File: src/rtl/spi_adc_pkg.sv
package spi_adc_pkg;

  // Default timing of one conversion frame, in serial clock periods.
  localparam int DEF_DIV_HALF   = 26;  // system cycles per serial clock half period
  localparam int DEF_FRAME_LAST = 20;  // last frame counter value before wrap
  localparam int DEF_CS_HIGH_AT = 16;  // counter value that deselects the ADC
  localparam int DEF_LEAD_BITS  = 3;   // zero bits ahead of the data
  localparam int DEF_DATA_BITS  = 8;   // sample width

  // Where the frame counter currently sits inside a frame.
  typedef enum logic [1:0] {
    PH_IDLE = 2'd0,  // chip select high
    PH_LEAD = 2'd1,  // leading zeros
    PH_DATA = 2'd2,  // sample bits
    PH_TAIL = 2'd3   // trailing zeros and floating bit
  } frame_phase_t;

endpackage

File: src/rtl/spi_adc_sclk_gen.sv
module spi_adc_sclk_gen #(
  parameter int DIV_HALF = 26
) (
  input  logic clk,
  input  logic rst,
  output logic sclk_o,
  output logic rise_o
);

  localparam int DIV_W = (DIV_HALF > 1) ? $clog2(DIV_HALF) : 1;
  localparam logic [DIV_W-1:0] DIV_TOP = DIV_W'(DIV_HALF - 1);

  logic [DIV_W-1:0] div_q;
  logic             sclk_q;
  logic             tick;

  assign tick   = (div_q == DIV_TOP);
  assign rise_o = tick && !sclk_q;
  assign sclk_o = sclk_q;

  always_ff @(posedge clk) begin
    if (rst) begin
      div_q  <= '0;
      sclk_q <= 1'b0;
    end else if (tick) begin
      div_q  <= '0;
      sclk_q <= !sclk_q;
    end else begin
      div_q  <= div_q + 1'b1;
    end
  end


  sclk_hold_chk: assert property (@(posedge clk) disable iff (rst)
    (div_q != DIV_TOP) |=> $stable(sclk_q));


  div_range_chk: assert property (@(posedge clk) disable iff (rst)
    div_q <= DIV_TOP);


  sclk_reset_chk: assert property (@(posedge clk)
    rst |=> !sclk_q);

endmodule

File: src/rtl/spi_adc_frame_seq.sv
module spi_adc_frame_seq
  import spi_adc_pkg::*;
#(
  parameter int FRAME_LAST = 20,
  parameter int CS_HIGH_AT = 16,
  parameter int LEAD_BITS  = 3,
  parameter int DATA_BITS  = 8
) (
  input  logic clk,
  input  logic rst,
  input  logic step_i,
  output logic cs_n_o,
  output logic cap_o,
  output logic done_o
);

  localparam int CNT_W = $clog2(FRAME_LAST + 1);
  localparam logic [CNT_W-1:0] LAST_C  = CNT_W'(FRAME_LAST);
  localparam logic [CNT_W-1:0] CSHI_C  = CNT_W'(CS_HIGH_AT);
  localparam logic [CNT_W-1:0] DFST_C  = CNT_W'(LEAD_BITS);
  localparam logic [CNT_W-1:0] DLST_C  = CNT_W'(LEAD_BITS + DATA_BITS - 1);

  logic [CNT_W-1:0] cnt_q;
  logic [CNT_W-1:0] cnt_inc;
  logic             cs_n_q;
  frame_phase_t     phase;

  assign cnt_inc = cnt_q + 1'b1;

  always_comb begin
    if (cs_n_q)               phase = PH_IDLE;
    else if (cnt_q < DFST_C)  phase = PH_LEAD;
    else if (cnt_q <= DLST_C) phase = PH_DATA;
    else                      phase = PH_TAIL;
  end

  assign cap_o  = step_i && (phase == PH_DATA);
  assign done_o = cap_o && (cnt_q == DLST_C);
  assign cs_n_o = cs_n_q;

  always_ff @(posedge clk) begin
    if (rst) begin
      cnt_q  <= '0;
      cs_n_q <= 1'b1;
    end else if (step_i) begin
      if (cnt_q == LAST_C) begin
        cnt_q  <= '0;
        cs_n_q <= 1'b0;
      end else begin
        cnt_q <= cnt_inc;
        if (cnt_inc == CSHI_C) cs_n_q <= 1'b1;
      end
    end
  end


  cnt_range_chk: assert property (@(posedge clk) disable iff (rst)
    cnt_q <= LAST_C);


  cnt_wrap_chk: assert property (@(posedge clk) disable iff (rst)
    (step_i && cnt_q == LAST_C) |=> (cnt_q == '0));


  cs_rise_chk: assert property (@(posedge clk) disable iff (rst)
    $rose(cs_n_q) |-> (cnt_q == CSHI_C));


  cs_fall_chk: assert property (@(posedge clk) disable iff (rst)
    $fell(cs_n_q) |-> (cnt_q == '0));

endmodule

File: src/rtl/spi_adc_rx_shift.sv
module spi_adc_rx_shift #(
  parameter int DATA_BITS = 8
) (
  input  logic                 clk,
  input  logic                 rst,
  input  logic                 cap_i,
  input  logic                 done_i,
  input  logic                 sdo_i,
  output logic [DATA_BITS-1:0] sample_o,
  output logic                 valid_o
);

  logic [DATA_BITS-1:0] shift_q;
  logic [DATA_BITS-1:0] shift_nxt;

  assign shift_nxt = {shift_q[DATA_BITS-2:0], sdo_i};

  always_ff @(posedge clk) begin
    if (rst) begin
      shift_q  <= '0;
      sample_o <= '0;
      valid_o  <= 1'b0;
    end else begin
      valid_o <= 1'b0;
      if (cap_i) shift_q <= shift_nxt;
      if (done_i) begin
        sample_o <= shift_nxt;
        valid_o  <= 1'b1;
      end
    end
  end


  shift_window_chk: assert property (@(posedge clk) disable iff (rst)
    !cap_i |=> $stable(shift_q));


  valid_single_chk: assert property (@(posedge clk) disable iff (rst)
    valid_o |=> !valid_o);


  sample_hold_chk: assert property (@(posedge clk) disable iff (rst)
    !valid_o |-> $stable(sample_o));

endmodule

File: src/rtl/spi_adc_reader.sv
module spi_adc_reader
  import spi_adc_pkg::*;
#(
  parameter int DIV_HALF   = DEF_DIV_HALF,
  parameter int FRAME_LAST = DEF_FRAME_LAST,
  parameter int CS_HIGH_AT = DEF_CS_HIGH_AT,
  parameter int LEAD_BITS  = DEF_LEAD_BITS,
  parameter int DATA_BITS  = DEF_DATA_BITS
) (
  input  logic                 clk,
  input  logic                 rst,
  input  logic                 sdo_i,
  output logic                 sclk_o,
  output logic                 cs_n_o,
  output logic [DATA_BITS-1:0] sample_o,
  output logic                 valid_o
);

  logic sclk_rise;
  logic cap;
  logic done;

  spi_adc_sclk_gen #(
    .DIV_HALF (DIV_HALF)
  ) u_sclk (
    .clk    (clk),
    .rst    (rst),
    .sclk_o (sclk_o),
    .rise_o (sclk_rise)
  );

  spi_adc_frame_seq #(
    .FRAME_LAST (FRAME_LAST),
    .CS_HIGH_AT (CS_HIGH_AT),
    .LEAD_BITS  (LEAD_BITS),
    .DATA_BITS  (DATA_BITS)
  ) u_seq (
    .clk    (clk),
    .rst    (rst),
    .step_i (sclk_rise),
    .cs_n_o (cs_n_o),
    .cap_o  (cap),
    .done_o (done)
  );

  spi_adc_rx_shift #(
    .DATA_BITS (DATA_BITS)
  ) u_rx (
    .clk      (clk),
    .rst      (rst),
    .cap_i    (cap),
    .done_i   (done),
    .sdo_i    (sdo_i),
    .sample_o (sample_o),
    .valid_o  (valid_o)
  );


  reset_outputs_chk: assert property (@(posedge clk)
    rst |=> (cs_n_o && !valid_o && sample_o == '0));


  valid_on_rise_chk: assert property (@(posedge clk) disable iff (rst)
    valid_o |-> sclk_o);

endmodule

File: config.mk
export PLATFORM = sky130hd
export DESIGN_NAME = spi_adc_reader
export DESIGN_NICKNAME = d
export VERILOG_FILES = /design/src/rtl/spi_adc_pkg.sv /design/src/rtl/spi_adc_sclk_gen.sv /design/src/rtl/spi_adc_frame_seq.sv /design/src/rtl/spi_adc_rx_shift.sv /design/src/rtl/spi_adc_reader.sv
export SDC_FILE = /design/constraint.sdc
export NUM_CORES = 1
export LEC_CHECK = 0
export BUFFER_PORTS_ARGS = -buffer_cell sky130_fd_sc_hd__buf_2
export CAP_MARGIN = 20
export CORE_MARGIN = 1
export CORE_UTILIZATION = 40
export DETAILED_ROUTE_END_ITERATION = 10
export GPL_ROUTABILITY_DRIVEN = 0
export HOLD_SLACK_MARGIN = 0.06
export PLACE_DENSITY = 0.65
export SETUP_SLACK_MARGIN = 0.2
export SLEW_MARGIN = 0
export SYNTH_ARGS = -nofsm -noshare
export SYNTH_HDL_FRONTEND = slang
export SYNTH_SLANG_ARGS = --single-unit
File: constraint.sdc
create_clock -name clk -period 2.41 [get_ports clk]
set_input_delay 0.3615 -clock clk [delete_from_list [all_inputs] [get_ports clk]]
set_output_delay 0.3615 -clock clk [all_outputs]
set_load 0.01 [all_outputs]
==> metrics.md, run 1 <==
| Metric | Value |
|---|---|
| Top post-synthesis cells by area | `dfxtp_1 (46%), mux2i_1 (13%), nor2_1 (6.1%)` |
| Clk slew on worst S/H paths | `140 ps` |
| Worst EP arrival | `2220 ps` |
| Setup-failing EPs final | `0` |
| Die height | `57.42 µm` |
| Reg2Reg Setup Slack | `440 ps` |
| Worst Path Required | `2660 ps` |
| Hold Path Sink | `u_rx.shift_q[0]` |
| Top-Level Pins | `14` |
| Yosys reg bits | `28` |
| CTS resizes | `0` |
| Post-CTS Setup Bufs | `0` |
| Crit path max fanout | `7` |
| Fin crit share | `0.8171` |
| Final std cells w/o fill | `168` |
| CP Class | `register to register` |
| Total Routing Usage GR | `0.1323` |
| Most common cell after layout, fill and taps aside | `dfxtp_1` |
| Worst skew pair latency | `310 ps` |
| Synth Instances | `125` |
| Switching power | `139.5 µW` |
| Antenna Diode Count | `0` |
| Pwr Density | `504.0 nW/µm²` |
| Worst path cell trace | `ha_1 -> and2b_1 -> o21a_1 -> a2111oi_4 -> mux2i_1` |
| Buffers added on ports | `13` |
| Htree depth | `1` |
| Crit path from | `u_seq.cnt_q[1]` |
| Hold Path Depth | `3` |
| Switching share of power | `0.2075` |
| Sequential area share after synthesis | `0.4562` |
| Pin count of the biggest net entering global routing | `17` |
| Post-CTS Hold Fix Bufs | `0` |
| Yosys top cell by area | `dfxtp_1` |
| Mean number of vias per cell | `5.238` |
| First-pass GRT wire length | `3422 µm` |
| Worst Setup End Kind | `register` |
| Max Freq | `507.8 MHz` |
| Mean routed wirelength per cell | `11.79 µm` |
| Drt pass-1 iters | `7` |
| Post-synth top area share | `0.4562` |
| RSZ-0062 raised after global routing | `false` |
| Minimum clock period | `1969 ps` |
| Clock Tree Root | `clkbuf_4` |
| CP max-delay cell | `a2111oi_4` |
| FF-to-FF Start | `u_seq.cnt_q[1]` |
| Grt ovf | `0` |
| Slew @ Worst Pin | `652.6 ps` |
| Vias in the first global route | `808` |
| Max-slew headroom | `0.5649` |
| Cells after DPL | `165` |
| Logic gate share of total power | `0.030` |
| Internal | `532.7 µW` |
| Critical path startpoint category | `register` |
| Cell Rows | `19` |
| CTS tree | `yes` |
| CTS Sinks | `28` |
| Status | `complete, but fails checks` |
| Final net count | `147` |
| CORE AREA | `2829 µm²` |
| Most frequent cells in the layout | `dfxtp_1 (28), nor2_1 (20), mux2i_1 (16)` |
| Clk buf depth | `2` |
| Yosys synthesis warning count | `0` |
| Synth cell types | `33` |
| DR DRC count | `2` |
| Area of the die | `3297 µm²` |
| Syn nets | `133` |
| Clock power frac | `0.270` |
| HP Class | `input port to register` |
| Reg power frac | `0.701` |
| Reg2reg end | `u_rx.shift_q[5]` |
| Final hold vios | `0` |
| Hold wc startpoint | `sdo_i` |
| Failing checks | `DRC` |
| Crit-path max cell delay | `640 ps` |
| Post-DP HPWL | `1456 µm` |
| Drt initial violations | `27` |
| Peak VDD IR | `0.4205 mV` |
| Starting density of the core | `0.4343` |
| CTS buffer count | `3` |
| Cell area after synthesis | `1229 µm²` |
| Maxcap violations | `0` |
| Via count | `880` |
| Max Transition Viols Final | `0` |
| Area grow syn2layout | `8.554%` |
| DIE WIDTH | `57.42 µm` |
| Mean Syn Cell Area | `9.829 µm²` |
| Clock skew | `6.860 ps` |
| Pleak | `0.5363 nW` |
| Initial antenna violation count | `0` |
| Final WL | `1980 µm` |
| R2R cell count | `5` |
| Share of cells above drive strength 1 | `0.1606` |
| Routed Antenna Nets | `0` |
| Setup TNS | `0 ps` |
==> power by group through the flow <==
stage                     combinational (mW)  clock (mW)  sequential [mW]
after floorplan                       0.0173           0            0.481
after global placement                0.0201           0            0.481
after detailed placement              0.0204           0            0.481
after CTS                             0.0205       0.190            0.471
after global routing                  0.0222       0.205            0.472
final                                 0.0198       0.181            0.471
==> layout make-up <==
cell class / count / area [µm²]
fill: 279 / 1495
multi-input combinational: 87 / 620.6
sequential: 28 / 560.5
timing repair buffer: 14 / 72.57
tap: 31 / 38.79
clock buffer: 3 / 22.52
inverter: 5 / 18.77
==> cell usage after synthesis <==
cell type	instances
nand3b_1	2
xnor2_1	1
nand2b_1	1
or2_2	1
a2111oi_4	1
o2111ai_1	1
dfxtp_1	28
nand3_1	2
buf_6	2
nand2_1	12
a21oi_1	5
a32oi_1	1
ha_1	5
xor2_1	2
mux2i_1	16
or2_4	1
o31ai_1	1
nand4b_4	1
and3b_1	1
o21ai_0	1
nor3_1	2
o211a_1	1
and4b_1	1
and2_1	1
buf_2	1
nor2b_1	1
nor2_1	20
inv_1	5
and2b_1	1
nor3b_1	1
o21a_1	1
clkbuf_1	2
nor4_1	3
==> logic make-up (layout without fill, tap and decap cells) <==
family | Yosys count | in the layout | share of synthesized area
AOI/OAI and AO/OA | 12 | 12 | 0.08147
xor gates and xnor gates | 3 | 3 | 0.02139
adders and majority gates | 5 | 5 | 0.05092
buffers and inverters | 10 | 22 | 0.04379
DFF | 28 | 28 | 0.4562
muxes | 16 | 16 | 0.1303
and+or+nand+nor | 51 | 51 | 0.2159
==> through the flow <==
stage | cell area (µm²) | hold WS (ps) | setup WS, ps | util | total power, mW
finish | 1334 | 291.6 | 440.7 | 0.4715 | 0.6722
global route | 1334 | 283.5 | 312.6 | 0.4715 | 0.6989
CTS | 1334 | 283.9 | 418.9 | 0.4715 | 0.6817
detailed placement | 1311 | 449.5 | 448.6 | 0.4635 | 0.5016
global placement | 1311 | 448.8 | 474.2 | 0.4635 | 0.5011
floorplan | 1229 | 433.7 | 629.0 | - | 0.4978
==> state kept, by name, summed over array words and instances, names as in the netlist <==
register and cells:
u_seq.cs_n_o 1, u_rx.valid_o 1, u_sclk.div_q 5, u_seq.cnt_q 5, u_rx.shift_q 7, u_rx.sample_o 8, u_sclk.sclk_o 1
==> routing by layer <==
layer | wire (µm) | up-vias | GRT usage
li1 | - | 450 | -
met1 | 955 | 417 | 0.1681
met2 | 950 | 11 | 0.2226
met3 | 63 | 2 | 0.04082
met4 | 9 | 0 | 0.02439
met5 | 0 | - | 0
==> worst max-delay path: cells and delay by family (launching register included) <==
family | cells | cell delay, ps
flops | 1 | 440
fa+ha+maj | 1 | 200
simple gates | 1 | 180
mux | 1 | 260
compound gates | 2 | 830
==> worst max-delay path by stage <==
stage                     slack (ps)         endpoint
after global placement           470  u_rx.shift_q[5]
after CTS                        420  u_rx.shift_q[5]
final                            440  u_rx.shift_q[5]
after global routing             310  u_rx.shift_q[6]
after detailed placement         450  u_rx.shift_q[4]
after floorplan                  630  u_rx.shift_q[0]
Note: power is estimated with default switching activity, not from simulation.
==> run 2: changes to the inputs <==
Settings changed: ABC_AREA set to 1, PLACE_DENSITY 0.65 to 0.67.
Clock period 2.41 ns to 1.65 ns, I/O delays scaled along.
==> run 2 against run 1 <==
The flow now finishes without violations. Non-clock buffer count rose by 13. Critical path depth rose by 5. Sequential power rose by 46%. First-iteration DRC count rose by 33%. Critical path type unchanged. Cell count rose by 56%. Clock power rose by 150%. Largest power group unchanged.
==> metrics.md, run 2 <==
| Metric | Value |
|---|---|
| Hold wc startpoint | `rst` |
| Setup-failing EPs final | `0` |
| Switching power | `235.6 µW` |
| Register Area | `568.0 µm²` |
| Pwr Density | `698.6 nW/µm²` |
| Mean number of vias per cell | `4.420` |
| Share of cells above drive strength 1 | `0.2477` |
| HP Class | `input port to register` |
| Top cells by count, synth | `nand2_1 (39), inv_1 (36), nor2_1 (34), dfxtp_1 (28), nand4_1 (8)` |
| Crit path max fanout | `8` |
| First-pass GRT wire length | `3919 µm` |
| Switching share of power | `0.1990` |
| Synth Instances | `189` |
| Critical path startpoint category | `register` |
| Largest Register | `u_rx.sample_o` |
| Worst skew pair latency | `320 ps` |
| Cell area after synthesis | `1363 µm²` |
| Clock skew | `3.874 ps` |
| Starting density of the core | `0.4321` |
| RSZ-0062 raised after global routing | `true` |
| Slew @ Worst Pin | `229.6 ps` |
| Filler cell count | `316` |
| Yosys synthesis warning count | `0` |
| Minimum clock period | `1428 ps` |
| Top post-synthesis cells by area | `dfxtp_1 (41%), nand2_1 (11%), inv_1 (9.9%)` |
| Final hold vios | `0` |
| Largest regs | `u_rx.sample_o: 8 flops, u_rx.shift_q: 7 flops` |
| Logic gate share of total power | `0.042` |
| Fin util | `0.5377` |
| Status | `complete, no violations` |
| Worst Path Required | `1890 ps` |
| CTS Sinks | `28` |
| Area of the multi-input gates | `685.7 µm²` |
| Reg power frac | `0.582` |
| Clock power frac | `0.376` |
| Fin crit share | `0.8652` |
| Mean Syn Cell Area | `7.209 µm²` |
| Pin count of the biggest net entering global routing | `19` |
| Vias in the first global route | `926` |
| DR DRC count | `0` |
| Max Transition Viols Final | `0` |
| Worst EP arrival | `1670 ps` |
| Antenna Diode Count | `0` |
| CP Class | `register to register` |
| Syn nets | `197` |
| Via count | `1158` |
| Internal | `948.7 µW` |
| Synth cell types | `26` |
| Total Routing Usage GR | `0.1442` |
| Peak VDD IR | `0.3820 mV` |
| Maxcap violations | `0` |
| CORE AREA | `3153 µm²` |
| Pleak | `0.8171 nW` |
| Yosys reg bits | `28` |
| Cell Rows | `20` |
| Worst Setup End Kind | `register` |
| Most frequent cells in the layout | `nand2_1 (37), inv_1 (33), nor2_1 (31)` |
| Most common cell after layout, fill and taps aside | `nand2_1` |
| Buffers added on ports | `13` |
| Most common cell in the netlist | `nand2_1` |
| Post-DP HPWL | `1647 µm` |
| Sequential area share after synthesis | `0.4114` |
| Die height | `60.37 µm` |
| FF-to-FF Start | `u_sclk.div_q[1]` |
| Final net count | `227` |
| Final WL | `2485 µm` |
| Post-synth EDFFs | `0` |
| DIE WIDTH | `60.37 µm` |
| Crit path from | `u_sclk.div_q[1]` |
| Power, Total | `1.184 mW` |
| Drt initial violations | `36` |
| Post-synth top area share | `0.4114` |
| Setup TNS | `0 ps` |
| Share of flip-flops with an asynchronous set or reset | `0` |
| Post-CTS Hold Fix Bufs | `0` |
| Max Freq | `700.5 MHz` |
| Htree depth | `1` |
| Main synth FF type | `dfxtp_1` |
| Max-slew headroom | `0.8467` |
| Routed Antenna Nets | `0` |
| Initial antenna violation count | `0` |
| CTS buffer count | `3` |
| Area grow syn2layout | `24.43%` |
| Clk slew on worst S/H paths | `150 ps` |
| Drt pass-1 iters | `4` |
| CTS tree | `yes` |
| Clk buf depth | `2` |
| Mean routed wirelength per cell | `9.485 µm` |
| Area of the die | `3644 µm²` |
| Top-Level Pins | `14` |
| Max reg flops | `8` |
| Yosys top cell by area | `dfxtp_1` |
| Grt ovf | `0` |
| Clock Tree Root | `clkbuf_4` |
[run 2: path summary, 6_finish.rpt]
check                                        to  slack (ps)  depth (start not counted)
worst max-delay path            u_rx.shift_q[0]         220                         10
worst min-delay path               u_rx.valid_o         140                          2
worst max register to register  u_rx.shift_q[0]         220                         10
worst min register to register  u_sclk.div_q[0]         470                          1
[run 2: through the flow]
stage,setup WS (ps),instances,hold WS (ps),area [µm²]
after floorplan,223.8,189,316.6,1363
after global placement,126.3,246,453.9,1490
after detailed placement,90.09,246,461.9,1490
after CTS,203.0,257,118.4,1602
after global routing,146.1,262,119.1,1695
final,222.5,262,137.5,1695
[run 2: final cells by class]
type	instances	area share
clock buffers	3	0.01328
clock inverters	1	0.01771
inverters	39	0.08782
multi-input cells	120	0.4044
flip-flops and latches	28	0.3351
well taps	44	0.03247
repair buffers	27	0.1092
[run 2: kinds of logic (layout without fill, tap and decap cells)]
| logic type | after synthesis | in the layout | synth area share |
|---|---|---|---|
| AND/OR/NAND/NOR | 95 | 95 | 0.3434 |
| buffers and inverters | 41 | 70 | 0.1139 |
| flip-flops | 28 | 28 | 0.4114 |
| AO/OA/AOI/OAI | 18 | 18 | 0.07254 |
| adder cells (fa/ha/maj) | 5 | 5 | 0.04591 |
| XOR/XNOR | 2 | 2 | 0.01286 |
[run 2: critical path, cell delays in order, from the launching register on]
cell and delay [ps]:
dfxtp_2 360, inv_2 60, ha_4 120, inv_2 40
nor2_4 110, nand3b_4 130, nor2_8 150, nand2_4 100
buf_6 120, o21ai_1 100, nor2_1 40
[run 2: per-layer routing]
| layer | global-route usage | part of all wire | vias up |
|---|---|---|---|
| li1 | - | - | 634 |
| met1 | 0.2005 | 0.51 | 506 |
| met2 | 0.2198 | 0.45 | 16 |
| met3 | 0.01919 | 0.031 | 2 |
| met4 | 0.06977 | 0.0097 | 0 |
| met5 | 0 | 0 | - |
[run 2: power groups by stage]
| stage | Sequential [mW] | Clock, mW | Combinational [mW] |
|---|---|---|---|
| final | 0.690 | 0.445 | 0.0495 |
| after global routing | 0.691 | 0.499 | 0.0561 |
| after CTS | 0.689 | 0.465 | 0.0434 |
| after detailed placement | 0.703 | 0 | 0.0431 |
| after global placement | 0.703 | 0 | 0.0430 |
| after floorplan | 0.702 | 0 | 0.0320 |
[run 2: repair_timing]
item / CTS / global route
pin swaps: 3 / 7
gates cloned: 0 / 0
endpoints found under the setup margin: 18 / 22
resized for setup: 4 / 19
buffers inserted: 7 / 5
==> run 3: changes to the inputs <==
Settings changed: SYNTH_HIERARCHICAL set to 1.
==> run 3 against run 2 <==
The run now ends with setup timing left. Clock skew rose by 7.5 ps. Final area rose by 2.2%. Register-to-register slack got worse by 290 ps. Via count rose by 1.8%. Die area fell by 3.5%. Non-clock buffer count rose by 9. Global-route usage rose by 1.7 points. Maximum frequency fell by 17%. Largest power group unchanged.
==> metrics.md, run 3 <==
| Metric | Value |
|---|---|
| Status | `complete, but fails checks` |
| Failing checks | `setup timing` |
| Top post-synthesis cells by area | `dfxtp_1 (43%), nand2_1 (13%), nor2_1 (11%)` |
| Setup-failing EPs final | `16` |
| Hold Path Depth | `2` |
| Clk buf depth | `2` |
| Buffers added on ports | `13` |
| Cell area after layout | `1733 µm²` |
| Worst Setup End Kind | `register` |
| Internal | `950.3 µW` |
| Top cells by count, synth | `nand2_1 (47), nor2_1 (39), dfxtp_1 (28), inv_1 (23), nand3_1 (11)` |
| Critical path startpoint category | `register` |
| Share of cells above drive strength 1 | `0.3032` |
| Yosys top cell by area | `dfxtp_1` |
| Synth cell types | `23` |
| DR DRC count | `0` |
| Worst setup slack after layout | `-71.51 ps` |
| Crit path max fanout | `2` |
| Minimum clock period | `1722 ps` |
| Worst path cell trace | `inv_2 -> ha_4 -> nand2_2 -> inv_2 -> nand3_4 -> buf_4 -> buf_6 -> buf_4 -> buf_4 -> buf_4 -> buf_4 -> buf_4 -> a21oi_2` |
| Switching power | `232.5 µW` |
| Clock Tree Root | `clkbuf_4` |
| Post-synth EDFFs | `0` |
| Via count | `1179` |
| Max-slew headroom | `0.7518` |
| Sequential area share after synthesis | `0.4267` |
| Place WS | `-24.57 ps` |
| Mean Syn Cell Area | `7.025 µm²` |
| Vias in the first global route | `1027` |
| R2R cell count | `13` |
| Worst skew pair latency | `330 ps` |
| Final WL | `2509 µm` |
| Yosys synthesis warning count | `6` |
| Peak VDD IR | `0.2934 mV` |
| CTS tree | `yes` |
| Drt pass-1 iters | `5` |
| Mean routed wirelength per cell | `9.468 µm` |
| Power, Total | `1.183 mW` |
| Main synth FF type | `dfxtp_1` |
| DIE WIDTH | `59.31 µm` |
| First-pass GRT wire length | `4264 µm` |
| Final Hold Slack | `200.0 ps` |
| Cell Rows | `20` |
| Pleak | `0.7569 nW` |
| Slew @ Worst Pin | `370.9 ps` |
| CTS Sinks | `28` |
| Clock skew | `11.37 ps` |
| Mean number of vias per cell | `4.449` |
| Most common cell in the netlist | `nand2_1` |
| Max Freq | `580.9 MHz` |
| Pwr Density | `682.6 nW/µm²` |
| Area grow syn2layout | `31.90%` |
| Cell area after synthesis | `1314 µm²` |
| Clk slew on worst S/H paths | `150 ps` |
| Htree depth | `1` |
| Largest regs | `u_rx/sample_o: 8 flops, u_rx/shift_q: 7 flops` |
| Drt initial violations | `47` |
| Die height | `59.31 µm` |
| Worst path most repeated cell | `buf_4` |
| Area of the die | `3518 µm²` |
| CP Class | `register to register` |
| CP max-delay cell | `dfxtp_2` |
| Initial antenna violation count | `0` |
| Worst EP arrival | `1990 ps` |
| Filler cell count | `298` |
| Logic gate share of total power | `0.043` |
| Fin crit share | `1.043` |
| Clock power frac | `0.375` |
| Syn nets | `195` |
| Routed Antenna Nets | `0` |
| DP Area | `1528 µm²` |
| Post-synth top area share | `0.4267` |
| Max reg flops | `8` |
| CORE AREA | `3078 µm²` |
| Antenna Diode Count | `0` |
| Final std cells w/o fill | `265` |
| Yosys reg bits | `28` |
| Crit-path max cell delay | `350 ps` |
| Switching share of power | `0.1966` |
| Grt ovf | `0` |
| Most frequent cells in the layout | `nand2_1 (44), nor2_1 (37), dfxtp_1 (26)` |
| Total Routing Usage GR | `0.1608` |
| Share of flip-flops with an asynchronous set or reset | `0` |
| Pin count of the biggest net entering global routing | `18` |
| Worst Path Required | `1920 ps` |
| RSZ-0062 raised after global routing | `true` |
| Final hold vios | `0` |
| Synth Instances | `187` |
| Starting density of the core | `0.4268` |
| Final net count | `230` |
| Post-DP HPWL | `1702 µm` |
| Reg power frac | `0.582` |
| Most common cell after layout, fill and taps aside | `nand2_1` |
| Maxcap violations | `0` |
| CTS buffer count | `3` |
| HP Class | `input port to register` |
| Top-Level Pins | `14` |
| Max Transition Viols Final | `0` |
| Largest Register | `u_rx/sample_o` |
| Cells after DPL | `251` |
## run 3: power by group through the flow
stage / Sequential (mW) / Combinational, mW / Clock, mW
global route: 0.691 / 0.0589 / 0.497
finish: 0.689 / 0.0505 / 0.444
floorplan: 0.703 / 0.0286 / 0
global placement: 0.702 / 0.0451 / 0
CTS: 0.689 / 0.0503 / 0.461
detailed placement: 0.702 / 0.0459 / 0
## run 3: final cells by class
cell class | instances | area [µm²] | share of cell area
Clock buffer | 3 | 22.52 | 0.01300
Clock inverter | 1 | 30.03 | 0.01733
Inverter | 28 | 105.1 | 0.06065
Multi-Input combinational cell | 125 | 659.4 | 0.3805
Sequential cell | 28 | 563.0 | 0.3249
Tap cell | 44 | 55.05 | 0.03177
Timing Repair Buffer | 36 | 297.8 | 0.1718
## run 3: layer usage
| layer | routed length [µm] | GRT usage | vias up |
|---|---|---|---|
| li1 | - | - | 631 |
| met1 | 1220 | 0.2060 | 525 |
| met3 | 77 | 0.02620 | 4 |
| met5 | 0 | 0 | - |
| met2 | 1164 | 0.2552 | 19 |
| met4 | 47 | 0.09184 | 0 |
## run 3: what timing repair did
item                                    in CTS  in global routing
resized for setup                           11                  8
buffers inserted                             8                  1
endpoints found under the hold margin        0                  0
endpoints found under the setup margin      17                 22
hold buffers                                 0                  0
gates cloned                                 1                  0
pin swaps                                    1                  6
## run 3: per-stage QoR
stage,util,setup TNS (ps)
after global placement,0.4963,0
after floorplan,-,-63.27
final,0.5630,-565.6
after CTS,0.5524,-117.6
after global routing,0.5630,-2016
after detailed placement,0.4963,-143.0
## run 3: path summary, 6_finish.rpt
kind                                  startpoint          endpoint  slack, ps
worst max-delay path             u_sclk/div_q[1]     u_sclk/sclk_o        -70
worst min register to register  u_rx/sample_o[3]  u_rx/sample_o[3]        480
worst max register to register   u_sclk/div_q[1]     u_sclk/sclk_o        -70
worst min-delay path                         rst     u_sclk/sclk_o        200
## run 3: critical path: cells and delay by family, from the launching register on
kind	cells	cell delay, ps
and+or+nand+nor	2	120
buffers and inverters	9	970
DFF	1	350
AOI/OAI and AO/OA	1	100
adders and majority gates	1	120
## run 3: logic make-up after synthesis
logic type,after synthesis,synth area share
compound gates,10,0.04285
xor+xnor,1,0.006668
fa+ha+maj,5,0.04762
buf+inv,34,0.1228
flops,28,0.4267
simple gates,109,0.3533
